## src/rtl/phy_scan_pkg.sv

```systemverilog
package phy_scan_pkg;
    localparam int          ADDR_W       = 5;
    localparam int          REG_W        = 5;
    localparam int          DATA_W       = 16;
    localparam int          SUPPR_BIT    = 6;
    localparam logic [4:0]  REG_BMSTAT   = 5'd1;
    localparam logic [4:0]  REG_ADVERT   = 5'd4;
    localparam logic [4:0]  LAST_ADDR    = 5'd31;
    localparam logic [4:0]  PRIMARY_DFLT = 5'd1;

    typedef enum logic [2:0] {
        S_IDLE,
        S_ISSUE_STAT,
        S_WAIT_STAT,
        S_ISSUE_ADV,
        S_WAIT_ADV,
        S_STEP,
        S_FINISH
    } scan_state_t;
endpackage

```

## src/rtl/phy_presence_judge.sv

```systemverilog
module phy_presence_judge
    import phy_scan_pkg::*;
(
    input  logic [DATA_W-1:0] status,
    output logic              present,
    output logic              needs_pre
);
    always_comb begin
        present   = (status != '0) && (status != '1);
        needs_pre = present && !status[SUPPR_BIT];
    end
endmodule

```

## src/rtl/phy_addr_table.sv

```systemverilog
module phy_addr_table
    import phy_scan_pkg::*;
#(
    parameter int MAX_PHY = 4,
    localparam int CNT_W  = $clog2(MAX_PHY + 1)
) (
    input  logic                      clk,
    input  logic                      rst_n,
    input  logic                      clear,
    input  logic                      wr_en,
    input  logic [ADDR_W-1:0]         wr_addr,
    output logic [MAX_PHY*ADDR_W-1:0] table_flat,
    output logic [CNT_W-1:0]          count,
    output logic                      full,
    output logic [ADDR_W-1:0]         first_entry
);
    logic [ADDR_W-1:0] slot_q [MAX_PHY];

    for (genvar i = 0; i < MAX_PHY; i++) begin : g_slot
        always_ff @(posedge clk or negedge rst_n) begin
            if (!rst_n)
                slot_q[i] <= '0;
            else if (clear)
                slot_q[i] <= '0;
            else if (wr_en && (count == CNT_W'(i)))
                slot_q[i] <= wr_addr;
        end
        assign table_flat[i*ADDR_W +: ADDR_W] = slot_q[i];
    end

    always_ff @(posedge clk or negedge rst_n) begin
        if (!rst_n)
            count <= '0;
        else if (clear)
            count <= '0;
        else if (wr_en && !full)
            count <= count + 1'b1;
    end

    assign full        = (count == CNT_W'(MAX_PHY));
    assign first_entry = slot_q[0];
endmodule

```

## src/rtl/phy_scan_ctrl.sv

```systemverilog
module phy_scan_ctrl
    import phy_scan_pkg::*;
#(
    parameter int CNT_W = 3
) (
    input  logic              clk,
    input  logic              rst_n,
    input  logic              start,
    input  logic              rsp_done,
    input  logic [DATA_W-1:0] rsp_data,
    input  logic              present,
    input  logic              needs_pre,
    input  logic [CNT_W-1:0]  tbl_count,
    input  logic              tbl_full,
    input  logic [ADDR_W-1:0] tbl_first,
    output logic              req_valid,
    output logic [ADDR_W-1:0] req_phy,
    output logic [REG_W-1:0]  req_reg,
    output logic              req_preamble,
    output logic              tbl_clear,
    output logic              tbl_wr,
    output logic [DATA_W-1:0] adv_value,
    output logic              preamble_req,
    output logic              no_phy_err,
    output logic [ADDR_W-1:0] primary_phy,
    output logic              done
);
    scan_state_t       state_q, state_d;
    logic [ADDR_W-1:0] addr_q;
    logic              pre_acc_q;
    logic              last_step;

    assign last_step = (addr_q == LAST_ADDR) || tbl_full;

    // state register
    always_ff @(posedge clk or negedge rst_n) begin
        if (!rst_n) state_q <= S_IDLE;
        else        state_q <= state_d;
    end

    // transitions
    always_comb begin
        state_d = state_q;
        unique case (state_q)
            S_IDLE:       if (start) state_d = S_ISSUE_STAT;
            S_ISSUE_STAT: state_d = S_WAIT_STAT;
            S_WAIT_STAT:  if (rsp_done) state_d = present ? S_ISSUE_ADV : S_STEP;
            S_ISSUE_ADV:  state_d = S_WAIT_ADV;
            S_WAIT_ADV:   if (rsp_done) state_d = S_STEP;
            S_STEP:       state_d = last_step ? S_FINISH : S_ISSUE_STAT;
            S_FINISH:     state_d = S_IDLE;
            default:      state_d = S_IDLE;
        endcase
    end

    // outputs
    always_comb begin
        req_valid    = 1'b0;
        req_reg      = REG_BMSTAT;
        req_preamble = 1'b0;
        tbl_clear    = 1'b0;
        tbl_wr       = 1'b0;
        done         = 1'b0;
        unique case (state_q)
            S_IDLE:       tbl_clear = start;
            S_ISSUE_STAT: begin
                req_valid    = 1'b1;
                req_preamble = 1'b1;
            end
            S_WAIT_STAT:  tbl_wr = rsp_done && present;
            S_ISSUE_ADV:  begin
                req_valid    = 1'b1;
                req_reg      = REG_ADVERT;
                req_preamble = 1'b1;
            end
            S_FINISH:     done = 1'b1;
            default:      ;
        endcase
    end
    assign req_phy = addr_q;

    // sweep datapath and published results
    always_ff @(posedge clk or negedge rst_n) begin
        if (!rst_n) begin
            addr_q       <= '0;
            pre_acc_q    <= 1'b0;
            adv_value    <= '0;
            preamble_req <= 1'b0;
            no_phy_err   <= 1'b0;
            primary_phy  <= PRIMARY_DFLT;
        end else begin
            if (state_q == S_IDLE && start) begin
                addr_q     <= '0;
                pre_acc_q  <= 1'b0;
                adv_value  <= '0;
                no_phy_err <= 1'b0;
            end
            if (tbl_wr && needs_pre)
                pre_acc_q <= 1'b1;
            if (state_q == S_WAIT_ADV && rsp_done)
                adv_value <= rsp_data;
            if (state_q == S_STEP) begin
                if (last_step) begin
                    preamble_req <= pre_acc_q;
                    no_phy_err   <= (tbl_count == '0);
                    primary_phy  <= (tbl_count == '0) ? PRIMARY_DFLT : tbl_first;
                end else begin
                    addr_q <= addr_q + 1'b1;
                end
            end
        end
    end
endmodule

```

## src/rtl/phy_discovery_scanner.sv

```systemverilog
module phy_discovery_scanner
    import phy_scan_pkg::*;
#(
    parameter int MAX_PHY = 4,
    localparam int CNT_W  = $clog2(MAX_PHY + 1)
) (
    input  logic                      clk,
    input  logic                      rst_n,
    input  logic                      start,
    output logic                      req_valid,
    output logic [4:0]                req_phy,
    output logic [4:0]                req_reg,
    output logic                      req_preamble,
    input  logic                      rsp_done,
    input  logic [15:0]               rsp_data,
    output logic [MAX_PHY*5-1:0]      phy_table,
    output logic [CNT_W-1:0]          phy_count,
    output logic [4:0]                primary_phy,
    output logic [15:0]               adv_value,
    output logic                      preamble_req,
    output logic                      no_phy_err,
    output logic                      done
);
    logic              present, needs_pre;
    logic              tbl_clear, tbl_wr, tbl_full;
    logic [ADDR_W-1:0] tbl_first;

    phy_presence_judge u_judge (
        .status    (rsp_data),
        .present   (present),
        .needs_pre (needs_pre)
    );

    phy_addr_table #(.MAX_PHY(MAX_PHY)) u_table (
        .clk         (clk),
        .rst_n       (rst_n),
        .clear       (tbl_clear),
        .wr_en       (tbl_wr),
        .wr_addr     (req_phy),
        .table_flat  (phy_table),
        .count       (phy_count),
        .full        (tbl_full),
        .first_entry (tbl_first)
    );

    phy_scan_ctrl #(.CNT_W(CNT_W)) u_ctrl (
        .clk          (clk),
        .rst_n        (rst_n),
        .start        (start),
        .rsp_done     (rsp_done),
        .rsp_data     (rsp_data),
        .present      (present),
        .needs_pre    (needs_pre),
        .tbl_count    (phy_count),
        .tbl_full     (tbl_full),
        .tbl_first    (tbl_first),
        .req_valid    (req_valid),
        .req_phy      (req_phy),
        .req_reg      (req_reg),
        .req_preamble (req_preamble),
        .tbl_clear    (tbl_clear),
        .tbl_wr       (tbl_wr),
        .adv_value    (adv_value),
        .preamble_req (preamble_req),
        .no_phy_err   (no_phy_err),
        .primary_phy  (primary_phy),
        .done         (done)
    );
endmodule

```

## config.mk

```make
export PLATFORM = sky130hd
export DESIGN_NAME = phy_discovery_scanner
export DESIGN_NICKNAME = d
export VERILOG_FILES = /design/src/rtl/phy_scan_pkg.sv /design/src/rtl/phy_presence_judge.sv /design/src/rtl/phy_addr_table.sv /design/src/rtl/phy_scan_ctrl.sv /design/src/rtl/phy_discovery_scanner.sv
export SDC_FILE = /design/constraint.sdc
export NUM_CORES = 1
export LEC_CHECK = 0
export BUFFER_PORTS_ARGS = -buffer_cell sky130_fd_sc_hd__buf_4
export CAP_MARGIN = 20
export CELL_PAD_IN_SITES_DETAIL_PLACEMENT = 0
export CELL_PAD_IN_SITES_GLOBAL_PLACEMENT = 1
export CORE_ASPECT_RATIO = 0.6
export CORE_MARGIN = 2
export CORE_UTILIZATION = 42
export DETAILED_ROUTE_END_ITERATION = 7
export PLACE_DENSITY = 0.86
export REMOVE_ABC_BUFFERS = 1
export SYNTH_ARGS = -nofsm -noshare
export SYNTH_HDL_FRONTEND = slang
export SYNTH_HIERARCHICAL = 1
export SYNTH_SLANG_ARGS = --single-unit
```

## constraint.sdc

```tcl
create_clock -name clk -period 5.5 [get_ports clk]
set_input_delay 0.275 -clock clk [delete_from_list [all_inputs] [get_ports clk]]
set_output_delay 0.275 -clock clk [all_outputs]
set_load 0.01 [all_outputs]
```

# Word-level counts from Yosys, hierarchy flattened

Index checks and enable logic that the tools add are counted.
W data, S select, Z words.

Flip-flop bits (word level): 55
Bits in latches: 0
Memory bits (writable): 0
ROM bits: 0
Bits of input ports: 20
Output and inout bits: 59
Memories: 0

Add/sub/neg operators: 2
Multiply operators: 0
Div/mod/pow operators: 0
Magnitude comparators: 0
Equal/unequal tests: 15
Shifts and indexed selects: 0
Muxes and demuxes: 32
Bitwise operators: 0
Reductions and logical operators: 27

Operators by type and width:

| kind                   | number |
|---|---|
| $mux W5                | 12 |
| $mux W16               | 2 |
| $mux W3                | 8 |
| $pmux W3 S6            | 1 |
| $ne A16 B16 Y1 const B | 1 |
| $reduce_bool A16 Y1    | 1 |
| $reduce_bool A2 Y1     | 7 |
| $eq A3 B2 Y1 const B   | 4 |
| $eq A3 B3 Y1 const B   | 4 |
| $logic_and A1 B1 Y1    | 11 |
| $mux W1                | 9 |
| $eq A3 B1 Y1 const B   | 2 |
| $logic_not A3 Y1       | 2 |
| $ne A2 B2 Y1 const B   | 3 |
| $add A5 B1 Y5 const B  | 1 |
| $eq A5 B5 Y1 const B   | 1 |
| $add A3 B1 Y3 const B  | 1 |
| $reduce_and A3 Y1      | 1 |
| $logic_not A1 Y1       | 2 |
| $reduce_and A2 Y1      | 1 |
| $reduce_or A2 Y1       | 1 |
| $logic_or A1 B1 Y1     | 1 |

# Logic depth before layout (Yosys ltp)

Depth in word-level cells: 7
Depth in mapped cells: 9
Depth with buffers taken out: 8

# Hierarchy

The synthesis kept the hierarchy.

Modules (own cells, without submodules):

| module             | instances | cells an instance | area an instance (um^2) | seq. area each (um^2) |
|---|---|---|---|---|
| phy_scan_ctrl      | 1         | 133               | 1462.7                  | 802.0 |
| phy_addr_table     | 1         | 98                | 1097.3                  | 575.6 |
| phy_presence_judge | 1         | 12                | 80.1                    | 0.0 |

# Least setup slack after synthesis

OpenSTA, ideal clock, no wires.

Path type: reg2reg
Start: reg u_ctrl.addr_q[0] (netlist: u_ctrl/req_phy[0])
End: reg u_ctrl.addr_q[3] (netlist: u_ctrl/req_phy[3])
Data arrival time: 2.108 ns
Setup slack: 3.323 ns
Cell stages (with the launch flop): 8
Path buffers: 1
Clock period less this slack: 2.177 ns
Path through: dfrtp_1 > ha_1 > and3_1 > ha_1 > or3b_1 > buf_2 > or4_1 > nand3_1

Longest elaborated chain between the ends: 4
Elaborated cells on any way between the ends: 5

RTL lines:

| what                                                  | line                 | RTL |
|---|---|---|
| from (decl)                                           | phy_scan_ctrl.sv:29  | `logic [ADDR_W-1:0] addr_q;` |
| from (signal assigned)                                | phy_scan_ctrl.sv:108 | `addr_q <= addr_q + 1'b1;` |
| branches (longest 2 deep; another with $add A5 B1 Y5) | -                    |  |
| $mux W5 (*)                                           | phy_scan_ctrl.sv:103 | `if (last_step) begin` |
| $mux W5 (*)                                           | phy_scan_ctrl.sv:102 | `if (state_q == S_STEP) begin` |

Every way passes the cells marked *.
A chain may end at the register's enable or synchronous reset.

# Final worst setup path

Ends and elaborated chain as after synthesis.

==> results.md <==
* Dominant synthesized flop cell: sky130_fd_sc_hd__dfrtp_1
* Worst slew pin tran at 1.119 ns
* RePlAce Congestion at 0.8949
* Clock-pin slew of the registers on the worst-case setup and hold paths at 0.09 ns
* Worst slew margin relative to its limit at 25.12%
* Hold-fix buffers, CTS at 0
* Number of synthesis warnings at 6
* CP max FO at 9
* Congestion Overflow GR at 0
* Combined area of all synthesized cells at 2640 um2
* Clock tree from TritonCTS: yes
* Worst r2r path cells at 6
* Max clock buf depth at 2
* Setup violators final at 0
* Area of the multi-input gates at 1104 um2
* Leakage power at 1.778 nW
* Area of all sequential standard cells at 1378 um2
* Gates resized, CTS repair at 0
* Initial DRC count at 92
* Standard cell core area at 6083 um2
* Post-route insts no fill at 393
* Post-Synthesis Cells at 243
* Setup repair after global routing missed its margin: no
* Global-route wire length before repair at 10150 um
* Reg-to-Reg End: u_ctrl/req_phy[3]
* Cell taking the most area after synthesis: sky130_fd_sc_hd__dfrtp_1
* Hold Slack at -0.006531 ns
* Post-Place Cells at 385
* Die Span Y at 65.41 um
* Post-synth EDFFs at 0
* IR drop worst, VDD at 0.1248 mV
* Crit path to: u_ctrl/req_phy[3]
* Power density over cell area at 383.7 nW/um2
* Reg-to-reg critical path startpoint: u_ctrl/req_phy[0]
* Synth top area cells: sky130_fd_sc_hd__dfrtp_1, sky130_fd_sc_hd__mux2i_1, sky130_fd_sc_hd__a22o_1, sky130_fd_sc_hd__ha_1, sky130_fd_sc_hd__nor2_1
* Via count normalized by instance count at 5.165
* Chip width at 106.4 um
* Residual DRC at 0
* Cell Rows at 22
* Final setup skew at 0.007495 ns
* Portion of the clock cycle consumed by the worst path in the final layout at 41.55%
* Synthesized flop and latch total at 55
* Global-route usage over all layers at 18.72%
* Violated checks: negative hold slack
* Remaining number of nets flagged by the antenna check after routing at 0
* Count of cell types in the netlist at 45
* Portion of synthesized cell area occupied by the leading cell type at 51.18%
* Number of inserted diodes at 0
* Critical Path Sink Type: register
* Drt pass-1 iters at 4
* Count of buffers inserted at the top-level ports at 75
* Classification of the worst setup path: register to register
* Fin Setup TNS at 0 ns
* Number of placed I/O pins at 79
* Layout overhead on the synthesized area at 25.31%
* Status: finished, violations left
* Endpoint arrival time on the critical path at 2.53 ns
* Vias after detailed routing at 2030
* Via count of the first global-routing pass at 1937
* Async set or reset register ratio after synthesis at 100.0%
* CTS Root Buffer Type: sky130_fd_sc_hd__clkbuf_8
* Count of nets after finishing at 335
* Clk sink count at 55
* Die footprint at 6957 um2
* Pin count of the biggest net entering global routing at 56
* Beginning of the critical path: u_ctrl/req_phy[0]
* Number of H-tree levels at 2
* Worst min path class: input pin to asynchronous set/reset pin
* Post-layout min period at 2.286 ns
* Worst-skew pair later-pin latency at 0.31 ns
* Type of element launching the critical path: register
* Reg2Reg Setup Slack at 3.21 ns
* Number of antenna violations at the first check in global routing at 0
* Maximum clock frequency at 437.5 MHz
* Sequential-to-total area share from yosys stat at 52.18%
* Max cap viols at 0
* Number of CTS-inserted buffers at 5
* Detailed placement HPWL at 4404 um
* Initial core utilization at 43.40%
* Ratio of cells with drive above 1 in the final layout at 30.42%
* Count of pins over their slew limit at 0
* WL final at 6068 um
* Routed wire length per instance at 15.44 um
* Fill cells at 548
* Post-CTS Setup Inserts at 0
* Required time of the worst setup path at 5.75 ns
* Hold Vio Cnt, Final at 4
* Mean instance size in the synthesized netlist at 10.86 um2
[flip-flops by register name, indices dropped and copies added (netlist names)]
signal,flops
u_ctrl/pre_acc_q,1
u_ctrl/adv_value,16
u_table/first_entry,5
u_ctrl/req_phy,5
u_ctrl/preamble_req,1
u_ctrl/no_phy_err,1
u_ctrl/state_q,3
u_table/count,3
u_ctrl/primary_phy,5
u_table/table_flat,15
[report_power, final]
group | internal [mW] | switching, mW
Clock | 0.103 | 0.130
Combinational | 0.219 | 0.254
Sequential | 0.485 | 0.0785
Total | 0.808 | 0.462
[logic make-up (layout without fill, tap and decap cells)]
logic type | after synthesis | after routing | share of synthesized area [%]
DFF | 55 | 55 | 52.18
adders and majority gates | 7 | 7 | 3.317
muxes | 19 | 19 | 7.251
buffers and inverters | 34 | 98 | 6.493
and+or+nand+nor | 79 | 79 | 17.39
xor gates and xnor gates | 1 | 1 | 0.3318
other | 1 | 3 | 0.1420
AOI/OAI and AO/OA | 47 | 47 | 12.89
[cell usage after synthesis (all sizes together) (4+ instances only)]
library cell	count
nand2b	5
o21ai	8
nor2	22
a21oi	9
buf	15
ha	7
a22o	17
clkbuf	6
nand2	9
nand3	10
nor4	5
mux2i	18
inv	13
nand4	5
o41ai	4
dfrtp	54
[cell usage in the layout (no fill, tap or decap), drive strengths merged, types with 4 or more instances in the layout]
cell	count
mux2i	18
buf	77
dfrtp	54
o21ai	8
nand4	5
nand2b	5
o41ai	4
a22o	17
clkbuf	7
ha	7
nand2	9
nor2	22
inv	13
nand3	10
nor4	5
a21oi	9
[worst min path at each step]
stage / startpoint / end / slack, ns
after CTS: rst_n / u_ctrl/req_phy[4] / 0.03
after global placement: rst_n / u_ctrl/adv_value[3] / 0.37
after global routing: rst_n / u_ctrl/adv_value[11] / 0.05
after detailed placement: rst_n / u_ctrl/adv_value[3] / 0.36
final: rst_n / u_ctrl/adv_value[3] / -0.007
after floorplan: rst_n / u_ctrl/adv_value[0] / -0.02
[routing by layer]
| metal | track usage [%] | wire [um] |
|---|---|---|
| met1 | 29.92 | 3226 |
| met2 | 25.24 | 2458 |
| met3 | 3.274 | 314 |
| met4 | 5.921 | 69 |
| met5 | 0 | 0 |
[layout make-up]
| class | instances | share of cell area, % |
|---|---|---|
| timing repair buffer | 77 | 17.47 |
| sequential | 55 | 41.64 |
| multi-input combinational | 156 | 33.36 |
| inverter | 13 | 1.475 |
| clock buffer | 7 | 2.610 |
| tap | 84 | 3.177 |
| clock inverter | 1 | 0.2648 |
[worst max-delay path, stage by stage, from the launching register on]
cell and delay (ns):
sky130_fd_sc_hd__dfrtp_1 0.50, sky130_fd_sc_hd__ha_1 0.27, sky130_fd_sc_hd__and3_1 0.19, sky130_fd_sc_hd__ha_1 0.20, sky130_fd_sc_hd__or3b_1 0.49, sky130_fd_sc_hd__or4_1 0.50, sky130_fd_sc_hd__nand3_1 0.09
[through the flow]
step	power, mW	utilization (%)	instance area [um2]	setup WS (ns)
2_1_floorplan	0.8167	-	2525	3.108
3_3_place_gp	1.036	52.82	3213	3.306
3_5_place_dp	1.044	52.82	3213	3.256
4_1_cts	1.283	54.38	3308	3.223
5_1_grt	1.353	54.38	3308	3.090
6_report	1.269	54.38	3308	3.214
No activity file was read; power rests on OpenSTA's default activity.
